===== config.mk =====
export PLATFORM = sky130hd
export DESIGN_NAME = cal_alarm_top
export DESIGN_NICKNAME = d
export VERILOG_FILES = /design/src/rtl/cal_alarm_pkg.sv /design/src/rtl/cal_alarm_regs.sv /design/src/rtl/cal_alarm_cmp.sv /design/src/rtl/cal_alarm_pend.sv /design/src/rtl/cal_alarm_top.sv
export SDC_FILE = /design/constraint.sdc
export NUM_CORES = 1
export LEC_CHECK = 0
export BUFFER_PORTS_ARGS = -buffer_cell sky130_fd_sc_hd__buf_2
export CORE_MARGIN = 5
export CORE_UTILIZATION = 52
export CTS_CLUSTER_DIAMETER = 200
export DETAILED_ROUTE_END_ITERATION = 10
export PLACE_DENSITY_LB_ADDON = 0.08
export SYNTH_ARGS = -nofsm -noshare
export SYNTH_HDL_FRONTEND = slang
export SYNTH_SLANG_ARGS = --single-unit

===== constraint.sdc =====
create_clock -name clk -period 1.6 [get_ports clk]
set_input_delay 0.08 -clock clk [delete_from_list [all_inputs] [get_ports clk]]
set_output_delay 0.08 -clock clk [all_outputs]
set_load 0.01 [all_outputs]

===== src/rtl/cal_alarm_pkg.sv =====
package cal_alarm_pkg;
  localparam int NUM_FIELDS  = 6;
  localparam int FIELD_MAX_W = 12;
  localparam int CTRL_W      = 7;
  localparam int GLB_EN_BIT  = 6;
  localparam int PEND_BIT    = 1;

  typedef enum logic [2:0] {
    SEL_CTRL = 3'd0,
    SEL_SEC  = 3'd1,
    SEL_MIN  = 3'd2,
    SEL_HOUR = 3'd3,
    SEL_DAY  = 3'd4,
    SEL_MON  = 3'd5,
    SEL_YEAR = 3'd6,
    SEL_STAT = 3'd7
  } reg_sel_e;

  // Stored width of each alarm field, index 0 = seconds .. 5 = year.
  function automatic int field_width(input int idx);
    case (idx)
      0, 1:    field_width = 7;
      2, 3:    field_width = 6;
      4:       field_width = 5;
      default: field_width = 12;
    endcase
  endfunction
endpackage


===== src/rtl/cal_alarm_regs.sv =====
module cal_alarm_regs
  import cal_alarm_pkg::*;
#(
  parameter int DATA_W = 12
) (
  input  logic                                     clk,
  input  logic                                     rst_n,
  input  logic                                     wr_en,
  input  logic [2:0]                               wr_sel,
  input  logic [DATA_W-1:0]                        wr_data,
  output logic [CTRL_W-1:0]                        ctl_q,
  output logic [NUM_FIELDS-1:0][FIELD_MAX_W-1:0]   alm_q
);
  logic [CTRL_W-1:0] ctl_d;

  always_comb begin
    ctl_d = ctl_q;
    if (wr_en && (wr_sel == SEL_CTRL)) ctl_d = wr_data[CTRL_W-1:0];
  end

  always_ff @(posedge clk or negedge rst_n) begin
    if (!rst_n) ctl_q <= '0;
    else        ctl_q <= ctl_d;
  end

  for (genvar gi = 0; gi < NUM_FIELDS; gi++) begin : g_field
    localparam int W = field_width(gi);
    logic [W-1:0] fq, fd;
    logic         we;

    assign we = wr_en && (wr_sel == 3'(gi + 1));

    always_comb begin
      fd = fq;
      if (we) fd = wr_data[W-1:0];
    end

    always_ff @(posedge clk or negedge rst_n) begin
      if (!rst_n) fq <= '0;
      else        fq <= fd;
    end

    assign alm_q[gi] = FIELD_MAX_W'(fq);
  end
endmodule


===== src/rtl/cal_alarm_cmp.sv =====
module cal_alarm_cmp
  import cal_alarm_pkg::*;
(
  input  logic [CTRL_W-1:0]                       ctl,
  input  logic [NUM_FIELDS-1:0][FIELD_MAX_W-1:0]  alm,
  input  logic [NUM_FIELDS-1:0][FIELD_MAX_W-1:0]  now,
  output logic                                    hit
);
  logic [NUM_FIELDS-1:0] eq;

  for (genvar gi = 0; gi < NUM_FIELDS; gi++) begin : g_eq
    assign eq[gi] = ctl[gi] && (now[gi] == alm[gi]);
  end

  assign hit = ctl[GLB_EN_BIT] && (|eq);
endmodule


===== src/rtl/cal_alarm_pend.sv =====
module cal_alarm_pend (
  input  logic clk,
  input  logic rst_n,
  input  logic set_i,
  input  logic clr_i,
  output logic pend_q
);
  logic pend_d;

  always_comb begin
    pend_d = pend_q;
    if (clr_i) pend_d = 1'b0;
    if (set_i) pend_d = 1'b1;
  end

  always_ff @(posedge clk or negedge rst_n) begin
    if (!rst_n) pend_q <= 1'b0;
    else        pend_q <= pend_d;
  end


  pend_sticky_chk: assert property (@(posedge clk) disable iff (!rst_n)
    (pend_q && !clr_i) |=> pend_q);


  set_wins_chk: assert property (@(posedge clk) disable iff (!rst_n)
    set_i |=> pend_q);


  clr_effect_chk: assert property (@(posedge clk) disable iff (!rst_n)
    (clr_i && !set_i) |=> !pend_q);
endmodule


===== src/rtl/cal_alarm_top.sv =====
module cal_alarm_top
  import cal_alarm_pkg::*;
#(
  parameter int DATA_W = 12
) (
  input  logic              clk,
  input  logic              rst_n,
  input  logic              wr_en,
  input  logic [2:0]        wr_sel,
  input  logic [DATA_W-1:0] wr_data,
  input  logic [2:0]        rd_sel,
  output logic [DATA_W-1:0] rd_data,
  input  logic              sec_tick,
  input  logic [7:0]        now_sec,
  input  logic [7:0]        now_min,
  input  logic [7:0]        now_hour,
  input  logic [7:0]        now_mday,
  input  logic [7:0]        now_mon,
  input  logic [11:0]       now_year,
  output logic              alarm_irq
);
  logic [CTRL_W-1:0]                      ctl_q;
  logic [NUM_FIELDS-1:0][FIELD_MAX_W-1:0] alm_q;
  logic [NUM_FIELDS-1:0][FIELD_MAX_W-1:0] now_f;
  logic                                   hit;
  logic                                   set_pend;
  logic                                   clr_pend;
  logic                                   pend_q;

  assign now_f[0] = FIELD_MAX_W'(now_sec);
  assign now_f[1] = FIELD_MAX_W'(now_min);
  assign now_f[2] = FIELD_MAX_W'(now_hour);
  assign now_f[3] = FIELD_MAX_W'(now_mday);
  assign now_f[4] = FIELD_MAX_W'(now_mon);
  assign now_f[5] = now_year;

  cal_alarm_regs #(.DATA_W(DATA_W)) regs_i (
    .clk     (clk),
    .rst_n   (rst_n),
    .wr_en   (wr_en),
    .wr_sel  (wr_sel),
    .wr_data (wr_data),
    .ctl_q   (ctl_q),
    .alm_q   (alm_q)
  );

  cal_alarm_cmp cmp_i (
    .ctl (ctl_q),
    .alm (alm_q),
    .now (now_f),
    .hit (hit)
  );

  assign set_pend = sec_tick && hit;
  assign clr_pend = wr_en && (wr_sel == SEL_STAT) && wr_data[PEND_BIT];

  cal_alarm_pend pend_i (
    .clk    (clk),
    .rst_n  (rst_n),
    .set_i  (set_pend),
    .clr_i  (clr_pend),
    .pend_q (pend_q)
  );

  assign alarm_irq = pend_q;

  always_comb begin
    rd_data = '0;
    case (rd_sel)
      SEL_CTRL: rd_data = DATA_W'(ctl_q);
      SEL_SEC:  rd_data = DATA_W'(alm_q[0]);
      SEL_MIN:  rd_data = DATA_W'(alm_q[1]);
      SEL_HOUR: rd_data = DATA_W'(alm_q[2]);
      SEL_DAY:  rd_data = DATA_W'(alm_q[3]);
      SEL_MON:  rd_data = DATA_W'(alm_q[4]);
      SEL_YEAR: rd_data = DATA_W'(alm_q[5]);
      default:  rd_data[PEND_BIT] = pend_q;
    endcase
  end


  glb_gate_chk: assert property (@(posedge clk) disable iff (!rst_n)
    $rose(alarm_irq) |-> $past(sec_tick && ctl_q[GLB_EN_BIT]));


  no_tick_chk: assert property (@(posedge clk) disable iff (!rst_n)
    (!sec_tick && !alarm_irq) |=> !alarm_irq);


  mon_width_chk: assert property (@(posedge clk) disable iff (!rst_n)
    (rd_sel == SEL_MON) |-> (rd_data[DATA_W-1:5] == '0));


  stat_bits_chk: assert property (@(posedge clk) disable iff (!rst_n)
    (rd_sel == SEL_STAT) |-> (rd_data[PEND_BIT] == alarm_irq && $countones(rd_data) <= 1));
endmodule


Word-level counts from Yosys, hierarchy flattened
Cells that the tools add are included.
{"block": "word_totals", "reg_bits": 51, "in_bits": 74, "word_cells": 53}
{"block": "op_classes", "n_eq_ne": 19, "muxes": 5, "n_reduce_logical": 21}
{"operator": "$pmux 10 s7", "n": 1}
{"operator": "$eq 3x3->1 const B", "n": 7}
{"operator": "$logic_and 1x1->1", "n": 17}
{"operator": "$eq 8x6->1", "n": 2}
{"operator": "$eq 8x7->1", "n": 2}
{"operator": "$pmux 1 s7", "n": 2}
{"operator": "$eq 12x12->1", "n": 1}
{"operator": "$eq 3x2->1 const B", "n": 4}
{"operator": "$eq 8x5->1", "n": 1}
{"operator": "$eq 3x1->1 const B", "n": 2}
{"operator": "$logic_not 3->1", "n": 2}
{"operator": "$reduce_or 6->1", "n": 1}
{"operator": "$mux 1", "n": 2}
{"operator": "$reduce_bool 2->1", "n": 1}

Logic depth before layout (Yosys ltp)
{"block": "depth", "depth_word": 6, "ltp_mapped": 6, "depth_no_buf": 5}

By module
Synthesis repeated with hierarchy kept, for this count alone.
{"block": "unflattened", "cells_unflattened": 337, "area_unflattened_um2": 3717.3}
{"mod": "cal_alarm_regs", "n_inst": 1, "cells_per_inst": 141, "area_per_inst_um2": 2138.3, "seq_area_each_um2": 1251.2}
{"mod": "cal_alarm_cmp", "n_inst": 1, "cells_per_inst": 101, "area_per_inst_um2": 818.3, "seq_area_each_um2": 0.0}
{"mod": "cal_alarm_top", "n_inst": 1, "cells_per_inst": 92, "area_per_inst_um2": 724.4, "seq_area_each_um2": 0.0}
{"mod": "cal_alarm_pend", "n_inst": 1, "cells_per_inst": 3, "area_per_inst_um2": 36.3, "seq_area_each_um2": 25.0}

Worst setup path after synthesis
OpenSTA, ideal clock, no wires.
{"block": "synth_path", "path_kind": "register -> register", "from": "register regs_i.g_field[5].fq[5]", "to": "register pend_i.pend_q", "arrival_ns": 1.089, "path_slack_ns": 0.429, "path_stages_with_launch": 6, "synth_period_minus_slack_ns": 1.171, "path_cell_list": "dfrtp_1 > xnor2_1 > nand4_1 > nor4_1 > nor3_1 > a31oi_1"}
{"block": "synth_between", "elab_chain_len": 6, "elab_cells_between_ends": 7}
{"element": "from (decl)", "line": "cal_alarm_regs.sv:28", "text": "logic [W-1:0] fq, fd;"}
{"element": "from (signal assigned)", "line": "cal_alarm_regs.sv:39", "text": "if (!rst_n) fq <= '0;"}
{"element": "from (signal assigned)", "line": "cal_alarm_regs.sv:40", "text": "else fq <= fd;"}
{"element": "$eq 12x12->1 (*)", "line": "cal_alarm_cmp.sv:12", "text": "assign eq[gi] = ctl[gi] && (now[gi] == alm[gi]);"}
{"element": "$logic_and 1x1->1 (*)", "line": "cal_alarm_cmp.sv:12"}
{"element": "$reduce_or 6->1 (*)", "line": "cal_alarm_cmp.sv:15", "text": "assign hit = ctl[GLB_EN_BIT] && (|eq);"}
{"element": "$logic_and 1x1->1 (*)", "line": "cal_alarm_cmp.sv:15"}
{"element": "$logic_and 1x1->1 (*)", "line": "cal_alarm_top.sv:54", "text": "assign set_pend = sec_tick && hit;"}
{"element": "$mux 1 / $reduce_bool 2->1 (equally long branches)"}
{"element": "to (signal assigned)", "line": "cal_alarm_pend.sv:18", "text": "else pend_q <= pend_d;"}
{"element": "to (decl)", "line": "cal_alarm_pend.sv:6", "text": "output logic pend_q"}
Every way passes the cells marked *; elsewhere a longest branch is shown, timed or not.
A chain may end at the register's enable or synchronous reset.

Worst setup path after layout
{"block": "layout_path", "from": "register regs_i.g_field[1].fq[3]", "to": "output rd_data[3]"}
{"block": "layout_between", "elab_chain_len": 1}
{"element": "from (decl)", "line": "cal_alarm_regs.sv:28"}
{"element": "from (signal assigned)", "line": "cal_alarm_regs.sv:39"}
{"element": "from (signal assigned)", "line": "cal_alarm_regs.sv:40"}
{"element": "$pmux 10 s7", "line": "cal_alarm_top.sv:69", "text": "case (rd_sel)"}
{"element": "to (decl)", "line": "cal_alarm_top.sv:12", "text": "output logic [DATA_W-1:0] rd_data,"}
No other way between the ends.

==> impl_metrics.csv <==
group,metric,value,unit
yosys,synth_nets,322,
global_routing,grt_use_total,21.9,%
routing,wl,7.67,mm
timing,worst_pin_slew,501,ps
layout,syn2layout_area_growth,24.6,%
yosys,yosysTopAreaCell,"dfrtp_1",
layout,final_common_cell,"buf_2",
clock_tree,clk_latency,300,ps
timing,final.min_clock_period,1630,ps
global_routing,busiest_layer,"met2",
layout,post_route_cells_drive_above_1_share,50.4,%
floorplan,num_io_pins,87,
clock_tree,tritoncts.num_buffers,5,
placement,globalplace.congestion,0.821,
flow_run,maxCapViolCount,0,
worst_setup_path,crit_family,"flip-flops",
yosys,synth_top_area_share,43.1,%
routing,postRouteAntennaNets,0,
global_routing,antenna_found_initial,0,
pwr,power.density,1010,nW/um^2
global_routing,grt_pass1_wl,12.4,mm
layout,final_cell_mix,"86 x buf_2, 54 x mux2_2, 51 x dfrtp_1, 32 x xnor2_1, 20 x buf_4",
clock_tree,cts.clk_slew.worst_paths,90,ps
routing,drc,0,
timing,fin_skew,9.09,ps
yosys,synth_seq_area_share,43.1,%
routing,drtIter0Drc,112,
worst_setup_path,critPathArrivalTime,1550,ps
layout,num-fill-cells,471,
layout,final_core_util,67.0,%
timing,period_share,102,%
layout,finish.net_count,426,
yosys,ys_types,37,
routing,vias_per_cell,5.42,
hold_path,hp-class,"in2reg",
clock_tree,cts_max_level,2,
worst_setup_path,crit_path_max_fanout,2,
timing,hold_viol,0,
status,outcome,"complete, but fails checks",
timing,drv_slew,0,
pwr,power.leakage,1.68,nW
yosys,syn_inst,248,
clock_tree,cts_root_buf,"clkbuf_8",
global_routing,grt_use_met2,37.3,%
global_routing,grt_pass1_vias,2416,
floorplan,rows,27,
clock_tree,cts_tree,"done",
routing,wl_per_cell,18.0,microns
pwr,ir_drop,0.570,mV
global_routing,grt_max_degree,26,
worst_setup_path,cpPeakStageDelay,390,ps
timing,max_freq,0.613,GHz
worst_setup_path,cp_cell_sequence,"mux2_2 -> a22oi_2 -> nor2_2 -> a31oi_1 -> o21ai_1 -> buf_2",
global_routing,gr-total-overflow,0,
timing,finalSetupViolations,1,
floorplan,dieArea,7300,sq um
global_routing,grt.met3_usage,3.98,%
worst_setup_path,required,1520,ps
yosys,synth_area_leaders,"dfrtp_1 43%, mux2_2 21%, xnor2_1 9.5%",
floorplan,start_util,53.8,%
global_routing,use_met1,29.2,%
floorplan,die_x,85.5,microns
yosys,synth_warnings,0,
timing,relSlewSlack,66.3,%
timing,tns,-30.5,ps
status,violations,"negative setup slack",
clock_tree,clockBufferDepth,2,
worst_setup_path,crit_type,"reg2out",
pwr,power,0.00371,W
yosys,synth_seq_cells,51,
routing,dr.pass1.iters,4,
routing,vias,2304,
floorplan,core,5510,sq um
layout,insertedDiodeCount,0,
floorplan,die_h,85.5,microns
worst_setup_path,end_kind,"output port",
placement,io_buffers,86,
yosys,mappedNetlistArea,2960,sq um
clock_tree,clkSinkCount,51,
timing,grt_setup_unrepaired,"true",
worst_setup_path,rrSetupSlack,120,ps
yosys,synth_area_per_cell,11.9,sq um
worst_setup_path,cp-start-kind,"register",
worst_setup_path,path_buf_inv,1,
timing,worst_slack,-30.5,ps
placement,dp_hpwl,5.96,mm
worst_setup_path,crit_slowest_cell,"dfrtp_1",
==> per-stage QoR <==
stage	instance area (sq um)	hold WS [ps]	setup slack (ps)	std cells
6_report	3690	10.9	-30.5	425
5_1_grt	3690	3.76	-84.8	425
4_1_cts	3620	1.88	-32.7	417
3_5_place_dp	3490	57.0	177	403
3_3_place_gp	3490	57.5	168	403
2_1_floorplan	2960	-216	429	248
==> worst register-to-register path, cell delays in order, from the launching register on <==
cell and delay [ps]:
dfrtp_1 410, xor2_1 170, nor4_1 490, a31oi_1 160, a31oi_1 180
==> cells in the mapped netlist <==
| cell type | count |
|---|---|
| a31oi_1 | 4 |
| nand3_1 | 2 |
| o22ai_1 | 2 |
| nor3_4 | 2 |
| o211a_1 | 1 |
| buf_4 | 2 |
| a21oi_1 | 9 |
| nor2b_1 | 2 |
| o21ai_0 | 3 |
| mux2i_1 | 4 |
| nor4b_1 | 1 |
| xor2_1 | 11 |
| nor3b_4 | 2 |
| nand2_1 | 4 |
| buf_2 | 5 |
| nand4_1 | 7 |
| inv_1 | 3 |
| nand4b_1 | 3 |
| nor4_1 | 4 |
| o21a_1 | 1 |
| buf_6 | 1 |
| a311oi_1 | 1 |
| a41oi_1 | 1 |
| clkbuf_1 | 2 |
| mux4_2 | 3 |
| a22oi_1 | 5 |
| dfrtp_1 | 51 |
| nor3_1 | 1 |
| and3_1 | 6 |
| nand2b_4 | 1 |
| nor3b_1 | 1 |
| buf_1 | 1 |
| o221ai_1 | 1 |
| nand3b_1 | 2 |
| mux2_2 | 54 |
| nor2_1 | 13 |
| xnor2_1 | 32 |
==> area by class of cell <==
cell class                 instances  area [sq um]  area share [%]
clock inverter                     1          5.00           0.136
multi-input combinational        183          1620            43.9
inverter                           3          11.3           0.305
tap                               72          90.1            2.44
sequential                        51          1280            34.6
timing repair buffer             108           611            16.6
clock buffer                       7          76.3            2.07
==> flip-flops by register name, indices dropped and copies added (netlist names) <==
register,cells
regs_i.g_field.fq,43
pend_i.pend_q,1
regs_i.ctl_q,7
==> power breakdown <==
part | leakage, nW | internal [W] | switching (W)
clock | 0.0422 | 0.000308 | 0.000413
combinational | 1.02 | 0.000704 | 0.000469
sequential | 0.614 | 0.00157 | 0.000246
total | 1.68 | 0.00258 | 0.00113
==> final timing paths <==
| kind | start | endpoint | depth (start not counted) |
|---|---|---|---|
| min reg2reg | regs_i.g_field[2].fq[0] | regs_i.g_field[2].fq[0] | 1 |
| max reg2reg | regs_i.g_field[4].fq[4] | pend_i.pend_q | 4 |
| max | regs_i.g_field[1].fq[3] | rd_data[3] | 6 |
| min | wr_data[9] | regs_i.g_field[5].fq[9] | 2 |
| max in group asynchronous | rst_n | regs_i.g_field[5].fq[8] | 3 |
| min in group asynchronous | rst_n | regs_i.g_field[4].fq[1] | 2 |
==> cell families after synthesis <==
group                  Yosys count  share of synthesized area (%)
XOR/XNOR                        43                           12.7
buffers and inverters           14                           2.49
AO/OA/AOI/OAI                   28                           6.04
AND/OR/NAND/NOR                 51                           11.5
flip-flops                      51                           43.1
multiplexers                    61                           24.2
==> layer usage <==
layer / part of all wire [%] / vias up
met5: 0 / -
met4: 0.82 / 0
met3: 5.3 / 5
met2: 50 / 65
met1: 44 / 1126
li1: - / 1108
==> what timing repair did <==
item | CTS | global route
hold endpoints to repair | 17 | 0
hold buffers | 1 | 0
buffers inserted | 5 | 8
gates resized for setup | 2 | 2
pin swaps | 1 | 0
setup endpoints to repair | 2 | 5
(Power assumes the default switching activity.)
